===== src/rtl/mc_pkg.sv =====
package mc_pkg;
  typedef enum logic [1:0] {
    MODE_COMB  = 2'd0,
    MODE_DFF   = 2'd1,
    MODE_TFF   = 2'd2,
    MODE_COMB2 = 2'd3
  } mode_e;

  typedef enum logic [1:0] {
    OE_OFF    = 2'd0,
    OE_ON     = 2'd1,
    OE_TERM   = 2'd2,
    OE_GLOBAL = 2'd3
  } oe_src_e;

  // direct-term roles
  localparam int TERM_CLK = 0;
  localparam int TERM_SET = 1;
  localparam int TERM_RST = 2;
  localparam int TERM_OE  = 3;
  localparam int MAX_GOE  = 4;
endpackage


===== src/rtl/mc_sum.sv =====
module mc_sum #(
  parameter int NUM_PT = 5
) (
  input  logic [NUM_PT-1:0] pterm,
  input  logic              share_in,
  input  logic [NUM_PT-1:0] sum_mask,
  input  logic              share_en,
  input  logic              invert,
  input  logic              use_clk,
  input  logic              use_set,
  input  logic              use_rst,
  input  logic              use_oe,
  output logic              sum
);
  import mc_pkg::*;

  logic [NUM_PT-1:0] ctrl_use;
  logic [NUM_PT-1:0] admitted;

  always_comb begin
    ctrl_use           = '0;
    ctrl_use[TERM_CLK] = use_clk;
    ctrl_use[TERM_SET] = use_set;
    ctrl_use[TERM_RST] = use_rst;
    ctrl_use[TERM_OE]  = use_oe;
  end

  // terms claimed by a control role leave the sum
  assign admitted = pterm & sum_mask & ~ctrl_use;
  assign sum      = ((|admitted) | (share_en & share_in)) ^ invert;
endmodule


===== src/rtl/mc_clksel.sv =====
module mc_clksel #(
  parameter int NUM_GCLK = 3,
  parameter int SEL_W    = 2
) (
  input  logic                clk,
  input  logic                init,
  input  logic [NUM_GCLK-1:0] glb_clk,
  input  logic                term_clk,
  input  logic [SEL_W-1:0]    sel,
  input  logic                inv,
  output logic                clk_event
);
  localparam int NSRC = 2 ** SEL_W;

  logic [NSRC-1:0] src_vec;
  logic            src;
  logic            src_prev;

  generate
    for (genvar g = 0; g < NSRC; g++) begin : g_src
      if (g < NUM_GCLK) begin : g_glb
        assign src_vec[g] = glb_clk[g] ^ inv;
      end else begin : g_term
        assign src_vec[g] = term_clk;
      end
    end
  endgenerate

  assign src = src_vec[sel];

  always_ff @(posedge clk) begin
    src_prev <= src;
  end

  assign clk_event = src & ~src_prev;

  // a rising edge cannot follow a rising edge directly
  assert_edge_spacing_R5: assert property (@(posedge clk) disable iff (init)
    clk_event |=> !clk_event);
endmodule


===== src/rtl/mc_oesel.sv =====
module mc_oesel #(
  parameter int NUM_GOE = 4,
  parameter int IDX_W   = 2
) (
  input  logic               clk,
  input  logic               init,
  input  logic [1:0]         sel,
  input  logic               term_oe,
  input  logic [NUM_GOE-1:0] glb_oe,
  input  logic [IDX_W-1:0]   idx,
  input  logic               inv,
  output logic               oe_q
);
  import mc_pkg::*;

  localparam int NSLOT = 2 ** IDX_W;

  logic [NSLOT-1:0] slot;
  logic             oe_next;

  generate
    for (genvar g = 0; g < NSLOT; g++) begin : g_slot
      if (g < NUM_GOE) begin : g_real
        assign slot[g] = glb_oe[g] ^ inv;
      end else begin : g_absent
        assign slot[g] = 1'b0;
      end
    end
  endgenerate

  always_comb begin
    case (oe_src_e'(sel))
      OE_OFF:  oe_next = 1'b0;
      OE_ON:   oe_next = 1'b1;
      OE_TERM: oe_next = term_oe;
      default: oe_next = slot[idx];
    endcase
  end

  always_ff @(posedge clk) begin
    if (init) oe_q <= 1'b0;
    else      oe_q <= oe_next;
  end

  assert_oe_off_R10: assert property (@(posedge clk) disable iff (init)
    (sel == 2'd0) |=> !oe_q);

  assert_oe_absent_R11: assert property (@(posedge clk) disable iff (init)
    (sel == 2'd3 && int'(idx) >= NUM_GOE) |=> !oe_q);
endmodule


===== src/rtl/mc_reg.sv =====
module mc_reg (
  input  logic       clk,
  input  logic       init,
  input  logic       preload,
  input  logic       glb_setrst,
  input  logic       set_req,
  input  logic       rst_req,
  input  logic       clk_event,
  input  logic [1:0] mode,
  input  logic       d,
  output logic       q
);
  import mc_pkg::*;

  always_ff @(posedge clk) begin
    if (init)            q <= preload;
    else if (glb_setrst) q <= preload;
    else if (rst_req)    q <= 1'b0;
    else if (set_req)    q <= 1'b1;
    else if (clk_event) begin
      case (mode_e'(mode))
        MODE_DFF: q <= d;
        MODE_TFF: q <= q ^ d;
        default:  q <= q;
      endcase
    end
  end

  assert_reset_wins_R8: assert property (@(posedge clk) disable iff (init)
    (rst_req && !glb_setrst) |=> !q);

  assert_global_preload_R9: assert property (@(posedge clk) disable iff (init)
    glb_setrst |=> (q == $past(preload)));

  assert_toggle_hold_R6: assert property (@(posedge clk) disable iff (init)
    (mode == 2'd2 && !clk_event && !glb_setrst && !set_req && !rst_req) |=> $stable(q));
endmodule


===== src/rtl/mc_cell.sv =====
module mc_cell #(
  parameter int NUM_PT   = 5,
  parameter int NUM_GCLK = 3,
  parameter int NUM_GOE  = 4,
  localparam int CLK_SEL_W = $clog2(NUM_GCLK + 1),
  localparam int GOE_IDX_W = $clog2(mc_pkg::MAX_GOE)
) (
  input  logic                 clk,
  input  logic                 init,
  input  logic [NUM_PT-1:0]    pterm,
  input  logic                 share_in,
  input  logic [NUM_GCLK-1:0]  glb_clk,
  input  logic                 glb_setrst,
  input  logic [NUM_GOE-1:0]   glb_oe,
  input  logic [1:0]           cfg_mode,
  input  logic [NUM_PT-1:0]    cfg_sum_mask,
  input  logic                 cfg_share_en,
  input  logic                 cfg_invert,
  input  logic [CLK_SEL_W-1:0] cfg_clk_sel,
  input  logic                 cfg_clk_inv,
  input  logic                 cfg_set_en,
  input  logic                 cfg_rst_en,
  input  logic                 cfg_preload,
  input  logic [1:0]           cfg_oe_sel,
  input  logic [GOE_IDX_W-1:0] cfg_goe_idx,
  input  logic                 cfg_goe_inv,
  output logic                 cell_out,
  output logic                 pin_out,
  output logic                 pin_oe
);
  import mc_pkg::*;

  // NUM_GOE is meant to be 2 or 4; NUM_PT must cover the four role terms
  localparam logic [CLK_SEL_W-1:0] SEL_TERM = CLK_SEL_W'(NUM_GCLK);

  logic use_clk_term;
  logic use_oe_term;
  logic sum_w;
  logic clk_event;
  logic store_q;
  logic comb_q;
  logic is_comb;

  assign use_clk_term = (cfg_clk_sel == SEL_TERM);
  assign use_oe_term  = (cfg_oe_sel == 2'd2);
  assign is_comb      = (cfg_mode == 2'd0) || (cfg_mode == 2'd3);

  mc_sum #(.NUM_PT(NUM_PT)) u_sum (
    .pterm    (pterm),
    .share_in (share_in),
    .sum_mask (cfg_sum_mask),
    .share_en (cfg_share_en),
    .invert   (cfg_invert),
    .use_clk  (use_clk_term),
    .use_set  (cfg_set_en),
    .use_rst  (cfg_rst_en),
    .use_oe   (use_oe_term),
    .sum      (sum_w)
  );

  mc_clksel #(.NUM_GCLK(NUM_GCLK), .SEL_W(CLK_SEL_W)) u_clksel (
    .clk       (clk),
    .init      (init),
    .glb_clk   (glb_clk),
    .term_clk  (pterm[TERM_CLK]),
    .sel       (cfg_clk_sel),
    .inv       (cfg_clk_inv),
    .clk_event (clk_event)
  );

  mc_reg u_reg (
    .clk        (clk),
    .init       (init),
    .preload    (cfg_preload),
    .glb_setrst (glb_setrst),
    .set_req    (cfg_set_en & pterm[TERM_SET]),
    .rst_req    (cfg_rst_en & pterm[TERM_RST]),
    .clk_event  (clk_event),
    .mode       (cfg_mode),
    .d          (sum_w),
    .q          (store_q)
  );

  mc_oesel #(.NUM_GOE(NUM_GOE), .IDX_W(GOE_IDX_W)) u_oesel (
    .clk     (clk),
    .init    (init),
    .sel     (cfg_oe_sel),
    .term_oe (pterm[TERM_OE]),
    .glb_oe  (glb_oe),
    .idx     (cfg_goe_idx),
    .inv     (cfg_goe_inv),
    .oe_q    (pin_oe)
  );

  // registered bypass path
  always_ff @(posedge clk) begin
    if (init) comb_q <= cfg_preload;
    else      comb_q <= sum_w;
  end

  assign cell_out = is_comb ? comb_q : store_q;
  assign pin_out  = cell_out;

  assert_bypass_follows_R2: assert property (@(posedge clk) disable iff (init)
    is_comb |=> (!is_comb || cell_out == $past(sum_w)));
endmodule


===== config.mk =====
export PLATFORM = sky130hd
export DESIGN_NAME = mc_cell
export DESIGN_NICKNAME = d
export VERILOG_FILES = /design/src/rtl/mc_pkg.sv /design/src/rtl/mc_sum.sv /design/src/rtl/mc_clksel.sv /design/src/rtl/mc_oesel.sv /design/src/rtl/mc_reg.sv /design/src/rtl/mc_cell.sv
export SDC_FILE = /design/constraint.sdc
export NUM_CORES = 1
export LEC_CHECK = 0
export ABC_AREA = 1
export CAP_MARGIN = 20
export CORE_UTILIZATION = 30
export DETAILED_ROUTE_END_ITERATION = 6
export GPL_TIMING_DRIVEN = 1
export PLACE_DENSITY = 0.73
export SLEW_MARGIN = 20
export SYNTH_ARGS = -nofsm -noshare
export SYNTH_HDL_FRONTEND = slang
export SYNTH_SLANG_ARGS = --single-unit
export TNS_END_PERCENT = 5

===== constraint.sdc =====
create_clock -name clk -period 1.6 [get_ports clk]
set_clock_uncertainty 0.05 [all_clocks]
set_input_delay 0.32 -clock clk [delete_from_list [all_inputs] [get_ports clk]]
set_output_delay 0.32 -clock clk [all_outputs]
set_load 0.01 [all_outputs]

After elaboration in Yosys (flattened, before gate mapping)
Index checks and enable logic that the tools add are counted.
{"block": "word_totals", "reg_bits": 4, "in_bits": 36}
{"block": "classes", "order_cmp": 2, "eq_ne": 6, "muxes": 13, "bitwise": 18, "n_reduce_logical": 7}
{"cell": "$and A5 B5 Y5", "n": 2}
{"cell": "$mux W1", "n": 9}
{"cell": "$xor A1 B1 Y1", "n": 9}
{"cell": "$eq A2 B2 Y1 const B", "n": 4}
{"cell": "$lt A2 B3 Y1 const B", "n": 2}
{"cell": "$reduce_bool A6 Y1", "n": 1}
{"cell": "$not A4 Y5", "n": 1}
{"cell": "$reduce_bool A5 Y1", "n": 1}
{"cell": "$reduce_or A5 Y1", "n": 1}
{"cell": "$and A1 B1 Y1", "n": 4}
{"cell": "$bmux W1 S2", "n": 2}
{"cell": "$eq A2 B1 Y1 const B", "n": 2}
{"cell": "$logic_not A2 Y1", "n": 2}
{"cell": "$pmux W1 S3", "n": 1}
{"cell": "$pmux W1 S2", "n": 1}
{"cell": "$reduce_and A2 Y1", "n": 1}
{"cell": "$logic_or A1 B1 Y1", "n": 1}
{"cell": "$not A1 Y1", "n": 1}
{"cell": "$or A1 B1 Y1", "n": 1}

Longest topological paths before layout
Gate-level depths: netlist (run 1).
{"block": "depth", "word_depth": 13, "depth_mapped": 11, "mapped_depth_nobuf": 11}

Modules after synthesis
Synthesis (run 1) repeated with hierarchy kept, for this count alone.
{"block": "hier_totals", "hier_cells": 106, "hier_area_um2": 556.8}
{"mod": "mc_clksel", "n_inst": 1, "cells_per_inst": 21, "area_per_inst_um2": 128.9, "seq_area_each_um2": 20.0}
{"mod": "mc_reg", "n_inst": 1, "cells_per_inst": 18, "area_per_inst_um2": 113.9, "seq_area_each_um2": 30.0}
{"mod": "mc_cell", "n_inst": 1, "cells_per_inst": 22, "area_per_inst_um2": 106.4, "seq_area_each_um2": 20.0}
{"mod": "mc_oesel", "n_inst": 1, "cells_per_inst": 20, "area_per_inst_um2": 106.4, "seq_area_each_um2": 20.0}
{"mod": "mc_sum", "n_inst": 1, "cells_per_inst": 25, "area_per_inst_um2": 101.3, "seq_area_each_um2": 0.0}

Worst setup path after synthesis (run 1)
Ideal clock, no wire load.
{"block": "synth_path", "path_kind": "input-to-output", "start": "input cfg_mode[0]", "end": "output pin_out", "arrival_time_ps": 1138, "slack_ps": 92, "path_stages": 4, "path_cell_list": "inv_1 > ha_1 > mux2_2 > buf_4"}
{"block": "synth_via", "elab_chain_cells": 3, "word_cells_on_any_way": 4, "cone_classes": "eq/ne: 1; mux: 1; reduce/logical: 2"}
{"element": "start, declared", "line_no": "mc_cell.sv:15", "text": "input logic [1:0] cfg_mode,"}
{"element": "$eq A2 B2 Y1 / $logic_not A2 Y1 (equally long branches)", "line_no": "mc_cell.sv:46", "text": "assign is_comb = (cfg_mode == 2'd0) || (cfg_mode == 2'd3);"}
{"element": "$logic_or A1 B1 Y1 (*)", "line_no": "mc_cell.sv:46"}
{"element": "$mux W1 (*)", "line_no": "mc_cell.sv:101", "text": "assign cell_out = is_comb ? comb_q : store_q;"}
{"element": "end, declared", "line_no": "mc_cell.sv:28", "text": "output logic pin_out,"}
Every way passes the cells marked *; elsewhere a longest branch is shown, timed or not.

Worst setup path after layout (run 1)
{"block": "layout_path", "start": "input cfg_oe_sel[0]", "end": "register u_reg.q (data pin)"}
{"block": "layout_via", "elab_chain_cells": 13}
{"element": "start, declared", "line_no": "mc_cell.sv:24", "text": "input logic [1:0] cfg_oe_sel,"}
{"element": "$eq A2 B2 Y1 (*)", "line_no": "mc_cell.sv:45", "text": "assign use_oe_term = (cfg_oe_sel == 2'd2);"}
{"element": "$not A4 Y5 (*)", "line_no": "mc_sum.sv:29", "text": "assign admitted = pterm & sum_mask & ~ctrl_use;"}
{"element": "$and A5 B5 Y5 (*)", "line_no": "mc_sum.sv:29"}
{"element": "$reduce_or A5 Y1 (*)", "line_no": "mc_sum.sv:30", "text": "assign sum = ((|admitted) | (share_en & share_in)) ^ invert;"}
{"element": "$or A1 B1 Y1 (*)", "line_no": "mc_sum.sv:30"}
{"element": "$xor A1 B1 Y1 (*)", "line_no": "mc_sum.sv:30"}
{"element": "$xor A1 B1 Y1", "line_no": "mc_reg.sv:23", "text": "MODE_TFF: q <= q ^ d;"}
{"element": "$pmux W1 S2 (*)", "line_no": "mc_reg.sv:21", "text": "case (mode_e'(mode))"}
{"element": "$mux W1 (*)", "line_no": "mc_reg.sv:20", "text": "else if (clk_event) begin"}
{"element": "$mux W1 (*)", "line_no": "mc_reg.sv:19", "text": "else if (set_req) q <= 1'b1;"}
{"element": "$mux W1 (*)", "line_no": "mc_reg.sv:18", "text": "else if (rst_req) q <= 1'b0;"}
{"element": "$mux W1 (*)", "line_no": "mc_reg.sv:17", "text": "else if (glb_setrst) q <= preload;"}
{"element": "$mux W1 (*)", "line_no": "mc_reg.sv:16", "text": "if (init) q <= preload;"}
{"element": "end signal, assigned", "line_no": "mc_reg.sv:16"}
{"element": "end signal, assigned", "line_no": "mc_reg.sv:17"}
{"element": "end signal, assigned", "line_no": "mc_reg.sv:23"}
{"element": "end, declared", "line_no": "mc_reg.sv:11", "text": "output logic q"}
Every way passes the cells marked *; elsewhere a longest branch is shown, timed or not. The select of a mux whose other input is x is not followed.
A chain may end at the register's enable or synchronous reset.

==> impl_results.md, run 1 <==
- Die Y: 41.0 um
- Flops & latches, synth: 4
- DRC viols: 0
- GRT Total Usage: 0.145
- Fin. Hold Viols: 0
- Top_reg_cell synth: dfxtp_1
- Top cells by area, synth: nand2_1 (22%), dfxtp_1 (13%), inv_1 (12%)
- Worst EP arrival: 1.47 ns
- Initial antenna violation count: 0
- Cell taking the most area after synthesis: nand2_1
- Final net count: 163
- Worst slew pin tran: 0.214 ns
- Max Clock Freq: 0.652 GHz
- Final ANT Viol Nets: 0
- Avg WL per Cell: 7.84 um
- R2R cell count: 6
- Max Cap Viol: 0
- Root Driver: clkbuf_4
- Gp weighted congestion: 0.649
- DR vias: 602
- Post-Synthesis Cells: 78
- Most common cell in the netlist: nand2_1
- Syn. warnings: 0
- Critical path's largest stage delay: 0.42 ns
- Slack of the worst reg-to-reg path: 0.56 ns
- Crit path max fanout: 2
- Starting Density: 0.337
- Syn Nets: 115
- WL final: 1100 um
- Hold Crit Start: cfg_oe_sel[1]
- Die area: 1680 um2
- Hpwl dp: 1020 um
- I/O pins: 39
- Worst-Skew Late Latency: 0.23 ns
- CP most frequent cell: nand2_1
- Minimum clock period: 1.53 ns
- LEAKAGE: 0.496 nW
- Worst path bufs/invs: 2
- Vias in the first global route: 511
- PwrDens: 508 nW/um2
- Mapped Area: 455 um2
- # rows: 13
- Average size of a mapped cell: 5.84 um2
- Port bufs: 38
- Launching point of the worst reg2reg path: u_reg.q
- Sequential element share of the synthesized area: 0.198
- Multi-input gate area: 327 um2
- CP top delay family: simple AND/OR/NAND/NOR gates
- Final core utilization: 0.702
- First-pass DRT Iterations: 4
- Share of the synthesized area in the top cell type: 0.223
- Worst Hold End: u_oesel.oe_q
- Largest net degree at the start of global routing: 6
- Post-Place Cells: 135
- Most instantiated cells after synthesis: nand2_1 (27), inv_1 (15), nand3_1 (8), o21ai_0 (5)
- Final period util: 0.959
- Filler-free cell count of the finished design: 140
- Post-Place Cell Area: 885 um2
- Global route overflow: 0
- Final setup fails: 0
- Peak VDD IR: 214 uV
- Global-route wire length before repair: 1700 um
- Synth unique cells: 19
- Antenna diodes: 0
- Clk sinks: 4
- HP Class: in2reg
- Rel. slew slack: 0.857
- Via density: 4.30
- Starting DRC count in detailed routing: 8
- DIE WIDTH: 41.0 um
- CTS H-tree depth: 1
- TritonCTS Buffers: 3
- CTS Buffer Depth: 2
- CTS tree: built
- EDFF count, synth: 1
- Fin. max-slew vios: 0
- Slowest cell on the critical path: clkdlybuf4s50_1
- Worst Setup Start Kind: input pin
- Share of post-route cells with drive strength above 1: 0.184
- Fill count: 123
- Post-route cell area: 947 um2
- CP cell instances: clkdlybuf4s50_1 > inv_1 > nand2_1 > nand2_1 > nand3_2 > o21ai_2 > nand2_1 > nand2_1 > nand3_1 > nand2_1 > nand2_1
- Total Power: 0.481 mW
- Hold Crit Depth: 4
- Cts hold-fix bufs: 0
- Clock transition at the registers of the reported paths: 0.04 ns
- FF+latch area: 90.1 um2
- Setup crit end kind: register
- Crit Path Class: in2reg
- Run status: completed
- Worst r2r dst: u_reg.q
- Required time of the worst setup path: 1.53 ns
- Area growth, synth to finish: 108%
- Async set or reset register ratio after synthesis: 0
- Core footprint: 1350 um2
power by group:
part | switching [mW] | internal (mW)
registers | 0.00338 | 0.115
clock network | 0.0405 | 0.0935
logic | 0.0819 | 0.146
total | 0.126 | 0.355
state kept, by name (all words and copies together) (netlist names):
name,count
u_clksel.src_prev,1
comb_q,1
u_oesel.oe_q,1
u_reg.q,1
logic make-up (layout without fill, tap and decap cells):
| kind of cell | after synthesis | count (layout) | share of synthesized area |
|---|---|---|---|
| and+or+nand+nor | 39 | 39 | 0.349 |
| buffers and inverters | 17 | 64 | 0.148 |
| DFF | 4 | 4 | 0.198 |
| adders and majority gates | 1 | 1 | 0.0275 |
| muxes | 1 | 1 | 0.0247 |
| AOI/OAI and AO/OA | 11 | 11 | 0.157 |
| xor gates and xnor gates | 5 | 5 | 0.0962 |
area by class of cell:
cell class | instances | area share
Clock buffer | 4 | 0.0277
Inverter | 16 | 0.0634
Multi-Input combinational cell | 57 | 0.345
Sequential cell | 4 | 0.0951
Tap cell | 15 | 0.0198
Timing Repair Buffer | 44 | 0.449
worst max path at each step:
stage / start / to / slack, ns / depth (start not counted)
after floorplan: cfg_mode[0] / pin_out / 0.09 / 4
after global placement: cfg_mode[0] / pin_out / -0.68 / 5
after detailed placement: cfg_mode[0] / cell_out / -0.70 / 5
after CTS: cfg_mode[0] / cell_out / 0.002 / 5
after global routing: cfg_oe_sel[0] / u_reg.q / -0.02 / 11
final: cfg_oe_sel[0] / u_reg.q / 0.07 / 11
routing by layer:
layer	wire (um)	global-route usage	up-vias
li1	-	-	339
met1	455	0.161	243
met2	583	0.273	20
met3	59	0.0217	0
met4	0	0.0500	0
met5	0	0	-
tightest hold or removal path: cells and delay by family:
| kind | cells | cell delay, ns |
|---|---|---|
| AOI/OAI and AO/OA | 2 | 0.16 |
| buffers and inverters | 2 | 0.20 |
through the flow:
step	hold WS [ns]	worst slack [ns]	setup TNS (ns)
finish	0.443	0.0663	0
global route	0.455	-0.0166	-0.0166
floorplan	0.332	0.0918	0
detailed placement	0.569	-0.699	-2.06
CTS	0.581	0.00222	0
global placement	0.567	-0.675	-1.95
placed cells by master, fill, tap and decap left out:
cell,instances
o21ai_2,4
ha_4,1
clkdlybuf4s50_1,31
dfxtp_1,3
inv_2,2
clkbuf_1,1
clkbuf_4,3
buf_2,1
a211o_1,1
dlymetal6s2s_1,3
inv_1,14
edfxtp_1,1
buf_6,2
nor2_1,3
o22ai_1,1
nand3_1,7
nand2_1,27
mux2_4,1
a21oi_2,1
o21ai_0,4
buf_4,6
clkbuf_2,1
nand3_2,1
xnor2_1,3
xor2_1,2
or2_1,1
timing repair:
item,in CTS,in global routing
endpoints found under the setup margin,2,4
gates resized for setup,18,9
setup buffers,0,1
cloned,0,0
pin swaps,1,4
Note: power is estimated with default switching activity, not from simulation.
==> run 2: changes to the inputs <==
- CORE_MARGIN: not set -> 3
==> run 2 against run 1 <==
Count of clock-buffer cells in the layout is the same. Setup slack improved by 0.0046 ns. Global-route usage is 1.6 points lower. Power up 3.5%. Via count rose by 3.5%. Register-to-register slack about the same. Clock power increased by 4%. Worst hold slack got worse by 0.028 ns. Fmax rose by 0.30%. Sequential power about the same. First-iteration DRC count decreased by 25%. Critical endpoint unchanged. Highest routed layer is now met4.
==> impl_results.md, run 2 (synthesized netlist as in run 1, its figures left out) <==
- Run status: completed
- Final period util: 0.956
- Total Power: 0.498 mW
- Crit path max fanout: 2
- DR vias: 623
- Hpwl dp: 1120 um
- CP Launch Point: cfg_set_en
- Die Y: 45.0 um
- CP cell instances: clkdlybuf4s50_1 > inv_1 > nand3_1 > nand3_2 > o21ai_2 > nand2_1 > nand2_1 > nand3_1 > nand2_1 > nand2_1
- Post-Place Cell Area: 877 um2
- DIE WIDTH: 45.0 um
- GRT Total Usage: 0.130
- Share of post-route cells with drive strength above 1: 0.208
- Commonest cells after routing, fill and taps aside: clkdlybuf4s50_1 (28), nand2_1 (27), inv_1 (14)
- # rows: 13
- Leading cell type in the layout, fill and taps excluded: clkdlybuf4s50_1
- CTS H-tree depth: 1
- Worst Setup EP: u_reg.q
- I/O pins: 39
- Clk sinks: 4
- Port bufs: 38
- Required time of the worst setup path: 1.54 ns
- Minimum clock period: 1.53 ns
- Critical path's largest stage delay: 0.47 ns
- WL final: 1360 um
- Gp weighted congestion: 0.629
- Cts hold-fix bufs: 0
- Slowest cell on the critical path: clkdlybuf4s50_1
- Fin. Hold Viols: 0
- CTS tree: built
- TritonCTS Buffers: 3
- Max Clock Freq: 0.654 GHz
- Antenna diodes: 0
- Final net count: 163
- Starting Density: 0.333
- Setup crit end kind: register
- Filler-free cell count of the finished design: 140
- Die area: 2020 um2
- Post-route cell area: 971 um2
- RSZ-0062 raised after global routing: true
- Largest net degree at the start of global routing: 6
- First-pass DRT Iterations: 4
- Worst Setup Start Kind: input pin
- Global-route wire length before repair: 1960 um
- Clock transition at the registers of the reported paths: 0.04 ns
- DRC viols: 0
- Initial antenna violation count: 0
- Avg WL per Cell: 9.69 um
- Final setup fails: 0
- CTS Buffer Depth: 2
- Area growth, synth to finish: 113%
- Via density: 4.45
- Hold WS: 0.415 ns
- R2R cell count: 6
- Launching point of the worst reg2reg path: u_reg.q
- Worst r2r dst: u_reg.q
- Worst-Skew Late Latency: 0.24 ns
- Global route overflow: 0
- Rel. slew slack: 0.854
- Worst slew pin tran: 0.219 ns
- Max Cap Viol: 0
- PwrDens: 513 nW/um2
- CP most frequent cell: nand2_1
- LEAKAGE: 0.528 nW
- Root Driver: clkbuf_4
- Peak VDD IR: 208 uV
- Post-Place Cells: 134
- Slack of the worst reg-to-reg path: 0.56 ns
- Worst EP arrival: 1.47 ns
- Starting DRC count in detailed routing: 6
- Fin. max-slew vios: 0
- Core footprint: 1370 um2
- Final ANT Viol Nets: 0
- HP Class: in2reg
- Crit Path Class: in2reg
- Vias in the first global route: 582
## run 2: changes by cell type in the layout (fill, tap and decap cells not counted), sizes merged
cell,previous run,this run
clkdlybuf4s50,31,28
dlymetal6s2s,3,6
## run 2: per-layer routing
| metal | GRT usage | wire length, um |
|---|---|---|
| met3 | 0.0199 | 104 |
| met1 | 0.123 | 491 |
| met2 | 0.257 | 753 |
| met4 | 0.0702 | 6 |
| met5 | 0 | 0 |
## run 2: what timing repair did
item,CTS,global route
gates resized for setup,18,15
setup endpoints to repair,2,4
pin swaps,1,5
gates cloned,0,0
buffers inserted,0,2
## run 2: cell type report
cell class                 instances  area [um2]
sequential                         4        90.1
multi-input combinational         57         343
clock buffer                       4        26.3
fill                             119         395
inverter                          16        60.1
timing repair buffer              44         433
tap                               15        18.8
## run 2: worst max-delay path, delay by kind of cell
kind	cells	cell delay (ns)
compound gates	1	0.17
simple gates	7	0.48
buf+inv	2	0.51
## run 2: stage by stage
step	setup slack [ns]	setup TNS [ns]	utilization
floorplan	0.0918	0	-
global placement	-0.677	-1.93	0.642
detailed placement	-0.711	-2.07	0.642
CTS	0.000794	0	0.676
global route	-0.0212	-0.0224	0.711
finish	0.0709	0	0.711
## run 2: how the worst min path moves through the flow
stage / startpoint / endpoint / slack [ns] / depth (start not counted)
global placement: u_clksel.src_prev / u_reg.q / 0.56 / 3
CTS: u_clksel.src_prev / u_reg.q / 0.57 / 3
finish: cfg_oe_sel[0] / u_oesel.oe_q / 0.42 / 5
global route: cfg_oe_sel[0] / u_oesel.oe_q / 0.48 / 5
detailed placement: u_clksel.src_prev / u_reg.q / 0.56 / 3
floorplan: init / u_oesel.oe_q / 0.33 / 1
## run 2: power breakdown
part | internal [mW] | switching, mW | leakage (nW)
Clock | 0.0938 | 0.0456 | 0.0150
Sequential | 0.115 | 0.00298 | 0.0357
Combinational | 0.150 | 0.0905 | 0.478
Total | 0.359 | 0.139 | 0.528
